==> src/rtl/swd_pkg.sv <==
package swd_pkg;
  typedef enum logic [1:0] {
    MODE_DIRECT   = 2'b00,
    MODE_SWALLOW  = 2'b01,
    MODE_SWALLOW2 = 2'b10,
    MODE_HALVED   = 2'b11
  } div_mode_e;

  function automatic logic uses_prescaler(div_mode_e m);
    return m != MODE_DIRECT;
  endfunction
endpackage

==> src/rtl/swd_half_stage.sv <==
module swd_half_stage (
  input  logic clk_i,
  input  logic rst_ni,
  input  logic en_i,
  input  logic halve_i,
  input  logic restart_i,
  output logic sub_en_o
);
  logic ph_q;

  always_ff @(posedge clk_i or negedge rst_ni) begin
    if (!rst_ni)        ph_q <= 1'b0;
    else if (restart_i) ph_q <= 1'b0;
    else if (en_i)      ph_q <= ~ph_q;
  end

  // second of every two enables passes when halving
  assign sub_en_o = en_i & (~halve_i | ph_q);
endmodule

==> src/rtl/swd_prescaler.sv <==
module swd_prescaler #(
  parameter int SWALLOW_W = 4
) (
  input  logic clk_i,
  input  logic rst_ni,
  input  logic cnt_en_i,
  input  logic long_i,
  input  logic restart_i,
  output logic tick_o
);
  localparam int PW      = SWALLOW_W + 1;
  localparam int PRE_MOD = 2 ** SWALLOW_W;
  localparam logic [PW-1:0] TOP_LONG  = PW'(PRE_MOD);
  localparam logic [PW-1:0] TOP_SHORT = PW'(PRE_MOD - 1);

  logic [PW-1:0] cnt_q;
  logic          at_top;

  assign at_top = cnt_q == (long_i ? TOP_LONG : TOP_SHORT);
  assign tick_o = cnt_en_i & at_top;

  always_ff @(posedge clk_i or negedge rst_ni) begin
    if (!rst_ni)        cnt_q <= '0;
    else if (restart_i) cnt_q <= '0;
    else if (cnt_en_i)  cnt_q <= at_top ? '0 : cnt_q + 1'b1;
  end
endmodule

==> src/rtl/swd_cycle_counter.sv <==
module swd_cycle_counter #(
  parameter int SWALLOW_W = 4,
  parameter int MAIN_W    = 12
) (
  input  logic                 clk_i,
  input  logic                 rst_ni,
  input  logic                 load_i,
  input  logic [SWALLOW_W-1:0] swallow_val_i,
  input  logic [MAIN_W-1:0]    main_val_i,
  input  logic                 step_i,
  output logic                 last_o,
  output logic                 swallow_nz_o,
  output logic [SWALLOW_W-1:0] swallow_q_o,
  output logic [MAIN_W-1:0]    main_q_o
);
  logic [SWALLOW_W-1:0] sw_q;
  logic [MAIN_W-1:0]    main_q;

  always_ff @(posedge clk_i or negedge rst_ni) begin
    if (!rst_ni) begin
      sw_q   <= '0;
      main_q <= '0;
    end else if (load_i) begin
      sw_q   <= swallow_val_i;
      main_q <= main_val_i;
    end else if (step_i) begin
      main_q <= main_q - 1'b1;
      if (sw_q != '0) sw_q <= sw_q - 1'b1;
    end
  end

  assign last_o       = main_q == MAIN_W'(1);
  assign swallow_nz_o = sw_q != '0;
  assign swallow_q_o  = sw_q;
  assign main_q_o     = main_q;
endmodule

==> src/rtl/swallow_divider.sv <==
module swallow_divider
  import swd_pkg::*;
#(
  parameter int SWALLOW_W = 4,
  parameter int MAIN_W    = 12,
  localparam int DIV_W    = SWALLOW_W + MAIN_W
) (
  input  logic             clk_i,
  input  logic             rst_ni,
  input  logic             en_i,
  input  logic             standby_i,
  input  logic [1:0]       mode_i,
  input  logic [DIV_W-1:0] divisor_i,
  output logic             pulse_o
);
  div_mode_e            act_mode;
  div_mode_e            next_mode;
  logic                 run_q;
  logic                 live_en, sub_en, pre_tick, step;
  logic                 start, end_evt, restart;
  logic                 last, sw_nz;
  logic [SWALLOW_W-1:0] sw_load, sw_cnt;
  logic [MAIN_W-1:0]    main_cnt;

  assign next_mode = div_mode_e'(mode_i);
  assign live_en   = run_q & ~standby_i & en_i;
  assign start     = en_i & ~standby_i & ~run_q;
  assign step      = uses_prescaler(act_mode) ? pre_tick : sub_en;
  assign end_evt   = step & last;
  assign restart   = start | end_evt;
  assign sw_load   = uses_prescaler(next_mode) ? divisor_i[SWALLOW_W-1:0] : '0;

  swd_half_stage u_half (
    .clk_i     (clk_i),
    .rst_ni    (rst_ni),
    .en_i      (live_en),
    .halve_i   (act_mode == MODE_HALVED),
    .restart_i (restart),
    .sub_en_o  (sub_en)
  );

  swd_prescaler #(.SWALLOW_W(SWALLOW_W)) u_pre (
    .clk_i     (clk_i),
    .rst_ni    (rst_ni),
    .cnt_en_i  (sub_en & uses_prescaler(act_mode)),
    .long_i    (sw_nz),
    .restart_i (restart),
    .tick_o    (pre_tick)
  );

  swd_cycle_counter #(.SWALLOW_W(SWALLOW_W), .MAIN_W(MAIN_W)) u_cnt (
    .clk_i         (clk_i),
    .rst_ni        (rst_ni),
    .load_i        (restart),
    .swallow_val_i (sw_load),
    .main_val_i    (divisor_i[DIV_W-1:SWALLOW_W]),
    .step_i        (step),
    .last_o        (last),
    .swallow_nz_o  (sw_nz),
    .swallow_q_o   (sw_cnt),
    .main_q_o      (main_cnt)
  );

  always_ff @(posedge clk_i or negedge rst_ni) begin
    if (!rst_ni) begin
      run_q    <= 1'b0;
      pulse_o  <= 1'b0;
      act_mode <= MODE_DIRECT;
    end else if (standby_i) begin
      run_q   <= 1'b0;
      pulse_o <= 1'b0;
    end else if (en_i) begin
      pulse_o <= end_evt;
      if (start) run_q <= 1'b1;
      if (restart) act_mode <= next_mode;
    end
  end
endmodule

==> config.mk <==
export PLATFORM = sky130hd
export DESIGN_NAME = swallow_divider
export DESIGN_NICKNAME = d
export VERILOG_FILES = /design/src/rtl/swd_pkg.sv /design/src/rtl/swd_half_stage.sv /design/src/rtl/swd_prescaler.sv /design/src/rtl/swd_cycle_counter.sv /design/src/rtl/swallow_divider.sv
export SDC_FILE = /design/constraint.sdc
export NUM_CORES = 1
export LEC_CHECK = 0
export BUFFER_PORTS_ARGS = -buffer_cell sky130_fd_sc_hd__buf_4
export CORE_ASPECT_RATIO = 0.7
export CORE_MARGIN = 2
export CORE_UTILIZATION = 50
export DETAILED_ROUTE_END_ITERATION = 10
export PLACE_DENSITY = 0.71
export SETUP_SLACK_MARGIN = 0.1
export SLEW_MARGIN = 20
export SYNTH_ARGS = -nofsm -noshare
export SYNTH_HDL_FRONTEND = slang
export SYNTH_SLANG_ARGS = --single-unit
==> constraint.sdc <==
create_clock -name clk_i -period 2.8 [get_ports clk_i]
set_input_delay 0.14 -clock clk_i [delete_from_list [all_inputs] [get_ports clk_i]]
set_output_delay 0.14 -clock clk_i [all_outputs]
set_load 0.05 [all_outputs]
==> impl_results.md, run 1 <==
- Outcome: finished, final reports clean
- Layout cells sized above 1: between 15 and 20%
- Fin cells: roughly 280
- Post-synthesis cell type count: 42
- Top FF cell, synth: dfrtp_1
- CP startpoint: u_cnt.swallow_q_o[0]
- Post-Syn Area: around 1800 sq um
- Mux cell area share after synthesis: under 10%
- Area grow syn2layout: 14.2%
- Max-Cap Viols: 0
- Kind of start point of the critical path: flop
- CP max FO: 22
- WS Path Type: flop to flop
- Compound-gate portion of the synthesized area: roughly a fifth
- Avg Inst Size Synth: roughly 8.6 sq um
- Final instance area: slightly above 2000 sq um
- Dpl cells: between 200 and 300
- Synthesized instance count: about 210
- CTS tree: built
- Final period utilization: about 87%
- Largest area contributor in the netlist: dfrtp_1
- Num CTS Buffers: 3
- Syn Nets: approximately 230
- Place WS: 0.430 ns
- Final ANT Viol Nets: 0
- Root buf cell: clkbuf_8
- Die H: 53.8 um
- Leak: 0.852 nW
- Slowest cell on crit path: a311o_1
- Post-DP HPWL: 3170 um
- Gpl congestion: between 0.8 and 0.9
- Final setup violation count: 0
- RSZ-0062 raised after global routing: no
- Tmin final: between 2 and 2.5 ns
- Post-route DRC: 0
- CP required: a little under 3 ns
- Crit path largest cell delay: ~0.50 ns
- IO buf count: 22
- Hold Startpoint: standby_i
- Gr usage total: between 20% and 30%
- CTS Hold Buffers Added: 1
- Via/cell ratio: slightly above 6
- Number of synthesized register bits: 26
- Die W: 75.2 um
- Routed WL: 4380 um
- WP data arrival: ~2.6 ns
- Routed via count: about 1700
- # IOs: 23
- Vias in the first global route: about 1500
- Largest net degree at the start of global routing: 27
- Wire per inst: about 16 um
- Core box area: around 3500 sq um
- Initial antenna violation count: 0
- DRT Pass-1 Iters: 7
- EDFF count, synth: 0
- Initial core utilization: approximately half
- Fmax: 410 MHz
- CTS max path bufs: 2
- First-pass GRT wire length: between 7000 and 8000 um
- Async S/R FF share, synth: 100%
- Slew Limit Fails: 0
- Top-area cell type share of the netlist area: 36.7%
- CTS Sinks: 26
- Commonest cells after routing, fill and taps aside: dfrtp_1 (26), buf_4 (26), nor2_1 (23), nand4_1 (20), nand2_1 (18)
- Slew @ Worst Pin: ~0.86 ns
- Slew HR: 42.0%
- Placed instance area: roughly 2000 sq um
- Power per cell area: between 600 and 700 nW/um^2
- Crit. End Element: flop
- Worst Slack Setup Final: approximately 0.36 ns
- Setup TNS: 0 ns
- Post-CTS Setup Repair Bufs: 0
- Crit path cell chain: inv_1, ha_1, nor3b_4, nand3_2, a311o_1, buf_4, a31oi_1, o221ai_1
- Top cells by area, synth: dfrtp_1 (37%), nand4_1 (7.1%), o221ai_1 (4.9%)
- Worst R2R Start: u_cnt.swallow_q_o[0]
- Synth Warn #: 0
- Synthesized-area fraction occupied by adder cells: under 10%
- Post-synthesis sequential area ratio: between 30% and 40%
- Simple-gate area share of the yosys netlist: between 30% and 40%
- Clk_lat worst skew: about 0.28 ns
- Endpoints failing hold: 0
- FP Rows: 18
- Cts repair resizes: 0
- Die ar.: just over 4000 sq um
- HP Class: primary input to flop
- Clock transition at path regs: 0.08 ns
- Synth Area in XOR/XNOR: 0%
- Largest family of logic cells by synthesized area: simple AND/OR/NAND/NOR gates
- Maximum vdd drop: 0.337 mV
- H-tree depth: 1
- Ant diodes: 0
- Total congestion overflow: 0
- Initial drt markers: about 210
- Clock Skew: 0.0139 ns
- Post-layout net count: 254
kinds of logic (layout without fill, tap and decap cells):
| group | Yosys count | after routing |
|---|---|---|
| adder cells (fa/ha/maj) | 4 | 4 |
| AND/OR/NAND/NOR | 103 | 103 |
| buffers and inverters | 22 | 42 |
| flip-flops | 26 | 26 |
| multiplexers | 5 | 5 |
| AO/OA/AOI/OAI | 46 | 46 |
cell usage after synthesis, drive strengths merged (2+ instances only):
master,n
nand4,20
dfrtp,26
and3,4
a21oi,9
mux2,2
o211ai,5
mux2i,3
ha,4
nand3b,2
a221o,2
clkbuf,4
inv,12
nor2b,5
nand2,19
buf,6
nor4,2
nor3,8
a31oi,7
a21o,2
nor2,24
o221ai,10
nand3,11
o21ai,8
critical path, delay by kind of cell (launching register included):
family | cells | cell delay (ns)
AND/OR/NAND/NOR | 2 | 0.53
adder cells (fa/ha/maj) | 1 | 0.24
buffers and inverters | 2 | 0.34
flip-flops | 1 | 0.40
AO/OA/AOI/OAI | 3 | 0.80
sequential cells by signal (all words and copies together), names as in the netlist:
| name | cells |
|---|---|
| u_cnt.main_q_o | 12 |
| u_pre.cnt_q | 5 |
| u_cnt.swallow_q_o | 4 |
| act_mode | 2 |
| pulse_o | 1 |
| run_q | 1 |
| u_half.ph_q | 1 |
routing by layer:
layer  global-route usage, %  vias up  share of wire [%]
li1                        -      816                  -
met1                    36.7      809                 50
met2                    36.4       53                 43
met3                    5.24        8                5.8
met4                    2.92        0               0.82
met5                       0        -                  0
layout make-up:
class	instances	area, sq um
fillers	349	1440
multi-input cells	158	1020
flip-flops and latches	26	651
repair buffers	27	205
well taps	50	62.6
inverters	12	45.0
clock buffers	3	41.3
path summary, 6_finish.rpt:
path / cells after the start / end / slack [ns]
max in group asynchronous: 2 / u_cnt.swallow_q_o[0] / 2.23
worst min-delay path: 2 / run_q / 0.03
worst max-delay path: 8 / u_cnt.main_q_o[6] / 0.36
worst min register to register: 2 / pulse_o / 0.51
min in group asynchronous: 2 / u_cnt.swallow_q_o[2] / 0.30
worst max register to register: 8 / u_cnt.main_q_o[6] / 0.36
stage by stage:
| stage | power (mW) | utilization [%] | hold slack (ns) |
|---|---|---|---|
| final | 1.23 | 58.4 | 0.0336 |
| after global routing | 1.33 | 58.4 | 0.0373 |
| after global placement | 1.00 | 56.9 | 0.0701 |
| after floorplan | 0.891 | - | -0.156 |
| after detailed placement | 1.02 | 56.9 | 0.0757 |
| after CTS | 1.24 | 58.4 | 0.0282 |
where the power goes:
part	internal, mW	switching, mW
registers	0.476	0.111
clock network	0.0968	0.119
logic	0.196	0.236
Power figures use the tool's default switching activity.
==> run 2: changes to the inputs <==
Settings changed: BUFFER_PORTS_ARGS -buffer_cell sky130_fd_sc_hd__buf_4 to -buffer_cell sky130_fd_sc_hd__buf_2, SLEW_MARGIN 20 to unset.
==> run 2 against run 1 <==
Effect of this change: total power is 0.62% lower; highest routed layer unchanged; largest cell class unchanged; die area unchanged; cell count increased by 0.36%; critical path type unchanged; setup slack improved by 0.013 ns; non-clock buffer count grew 1; hold slack better by 0.020 ns; clock power is essentially flat; clock-buffer cell count unchanged.
==> impl_results.md, run 2 (synthesized netlist as in run 1, its figures left out) <==
- M3 GR Usage: 4.49% (was 5.24%)
- Final ANT Viol Nets: 0 (unchanged)
- First-pass GRT wire length: 6840 um (was 7380 um)
- Hold Startpoint: standby_i (unchanged)
- Clock transition at path regs: 0.10 ns (was 0.08 ns)
- Post-layout net count: 255 (was 254)
- Leak: 0.839 nW (was 0.852 nW)
- Net Sw Frac: 37.8% (about the same)
- Post-DP HPWL: 3000 um (was 3170 um)
- Routed WL: 4170 um (was 4380 um)
- Die W: 75.2 um (unchanged)
- Die ar.: 4050 sq um (unchanged)
- Reg2reg end: u_cnt.swallow_q_o[3] (was u_cnt.main_q_o[6])
- Routing usage on met1: 37.9% (was 36.7%)
- Outcome: finished, final reports clean (unchanged)
- Final period utilization: 86.7% (was 87.2%)
- Post-route DRC: 0 (unchanged)
- CTS max path bufs: 2 (unchanged)
- Grt peak-use layer: met1 (unchanged)
- Commonest cells after routing, fill and taps aside: dfrtp_1 (26), nor2_1 (23), buf_2 (22), nand4_1 (20), nand2_1 (18) (was dfrtp_1 (26), buf_4 (26), nor2_1 (23), nand4_1 (20), nand2_1 (18))
- Initial antenna violation count: 0 (unchanged)
- Gr usage total: 22.8% (was 24.2%)
- CP required: 2.97 ns (was 2.94 ns)
- Clk_lat worst skew: 0.27 ns (was 0.28 ns)
- WP buf/inv: 1 (was 2)
- Power share of the clock group: 17.5% (about the same)
- Crit path cell chain: inv_1, ha_1, nor3b_4, nand3_2, a311oi_4, nor2_4, a221o_1 (was inv_1, ha_1, nor3b_4, nand3_2, a311o_1, buf_4, a31oi_1, o221ai_1)
- CP max FO: 9 (was 22)
- Layout cells sized above 1: 18.9% (was 18.6%)
- CTS tree: built (unchanged)
- GR Util met2: 30.6% (was 36.4%)
- Die H: 53.8 um (unchanged)
- Setup TNS: 0 ns (unchanged)
- Gpl congestion: 0.842 (was 0.888)
- Root buf cell: clkbuf_8 (unchanged)
- WS Path Type: flop to flop (unchanged)
- Final setup violation count: 0 (unchanged)
- Clock Skew: 0.0112 ns (was 0.0139 ns)
- Crit path largest cell delay: 0.60 ns (was 0.50 ns)
- Net load switching power: 0.464 mW (was 0.467 mW)
- Initial drt markers: 164 (was 213)
- Cell family contributing the most delay on the critical path: compound AO/OA/AOI/OAI gates (unchanged)
- Final instance area: 1980 sq um (was 2030 sq um)
- Dpl cells: 273 (was 272)
- RSZ-0062 raised after global routing: no (unchanged)
- Core box area: 3470 sq um (unchanged)
- Flop pwr share: 47.6% (was 47.5%)
- Placed instance area: 1930 sq um (was 1970 sq um)
- Routed via count: 1661 (was 1686)
- Kind of start point of the critical path: flop (unchanged)
- Area grow syn2layout: 11.5% (was 14.2%)
- Via/cell ratio: 6.00 (was 6.11)
- Slew @ Worst Pin: 0.909 ns (was 0.858 ns)
- Slew HR: 39.4% (was 42.0%)
- Total congestion overflow: 0 (unchanged)
- CTS Sinks: 26 (unchanged)
- Fmax: 412 MHz (was 410 MHz)
- FP Rows: 18 (unchanged)
- Max-Cap Viols: 0 (unchanged)
- H-tree depth: 1 (unchanged)
- Worst hold endpoint: run_q (unchanged)
- Most common cell after layout, fill and taps aside: dfrtp_1
- Power per cell area: 620 nW/um^2 (was 610 nW/um^2)
- Comb pwr share: 34.9% (was 35.0%)
- Wire per inst: 15.1 um (was 15.9 um)
- Ant diodes: 0 (unchanged)
- Max FFs per register: 12 (unchanged)
- # IOs: 23 (unchanged)
- Largest net degree at the start of global routing: 27 (unchanged)
- DRT Pass-1 Iters: 6 (was 7)
- Num CTS Buffers: 3 (unchanged)
- HP Class: primary input to flop (unchanged)
- Endpoints failing hold: 0 (unchanged)
- IO buf count: 22 (unchanged)
- Fin util: 57.0% (was 58.4%)
- Slowest cell on crit path: a311oi_4 (was a311o_1)
- R2r worst-path depth: 7 (was 8)
- Initial core utilization: 51.2% (unchanged)
- Crit. End Element: flop (unchanged)
- Slew Limit Fails: 0 (unchanged)
- Maximum vdd drop: 0.275 mV (was 0.337 mV)
- Hold depth: 2 (unchanged)
- Vias in the first global route: 1362 (was 1523)
- P_int: 0.764 mW (was 0.768 mW)
- Post-CTS Setup Repair Bufs: 0 (unchanged)
- Tmin final: 2.43 ns (was 2.44 ns)
- Fin cells: 277 (was 276)
- WP data arrival: 2.60 ns (was 2.58 ns)
- Worst R2R Start: u_cnt.swallow_q_o[0] (unchanged)
- Cts repair resizes: 0 (unchanged)
- R2R Setup Slk: 0.37 ns (was 0.36 ns)
-- run 2: changes by cell type in the layout (fill, tap and decap cells not counted), sizes merged --
cell,before,now
buf,26,27
-- run 2: routing by layer --
layer,part of all wire (%),up-vias
li1,-,814
met1,53,777
met2,40,68
met3,6.6,2
met4,0.29,0
met5,0,-
-- run 2: worst max path at each step --
stage | from | end | slack [ns] | cells past startpoint
floorplan | u_cnt.swallow_q_o[0] | act_mode[0] | 0.70 | 8
global placement | u_cnt.swallow_q_o[0] | u_cnt.swallow_q_o[3] | 0.50 | 7
detailed placement | u_cnt.swallow_q_o[0] | u_cnt.swallow_q_o[3] | 0.43 | 7
CTS | u_cnt.swallow_q_o[0] | u_cnt.swallow_q_o[3] | 0.40 | 7
global route | u_cnt.swallow_q_o[0] | u_cnt.swallow_q_o[3] | 0.25 | 7
finish | u_cnt.swallow_q_o[0] | u_cnt.swallow_q_o[3] | 0.37 | 7
-- run 2: per-stage QoR --
| stage | hold WS, ns | setup WS (ns) | total power, mW |
|---|---|---|---|
| 5_1_grt | 0.0498 | 0.252 | 1.33 |
| 4_1_cts | 0.0478 | 0.397 | 1.23 |
| 3_3_place_gp | 0.186 | 0.499 | 1.01 |
| 6_report | 0.0539 | 0.372 | 1.23 |
| 2_1_floorplan | -0.156 | 0.700 | 0.891 |
| 3_5_place_dp | 0.184 | 0.433 | 1.01 |
-- run 2: repair_timing --
item,in CTS,in global routing
hold buffers,1,0
hold endpoints to repair,26,0
setup endpoints to repair,0,0
-- run 2: power by group through the flow --
stage / clock, mW / combinational [mW] / sequential, mW
2_1_floorplan: 0 / 0.326 / 0.564
3_5_place_dp: 0 / 0.422 / 0.590
5_1_grt: 0.240 / 0.489 / 0.600
4_1_cts: 0.221 / 0.428 / 0.581
3_3_place_gp: 0 / 0.420 / 0.588
6_report: 0.215 / 0.428 / 0.584
-- run 2: final cells by class --
cell class,count,area (sq um)
tap,50,62.6
inverter,12,45.0
timing repair buffer,28,158
fill,327,1490
sequential,26,651
multi-input combinational,158,1020
clock buffer,3,41.3
-- run 2: worst register-to-register path: stages, from the launching register on --
cell and delay, ns:
dfrtp_1 0.41, inv_1 0.09, ha_1 0.22, nor3b_4 0.34, nand3_2 0.18, a311oi_4 0.60
nor2_4 0.16, a221o_1 0.32
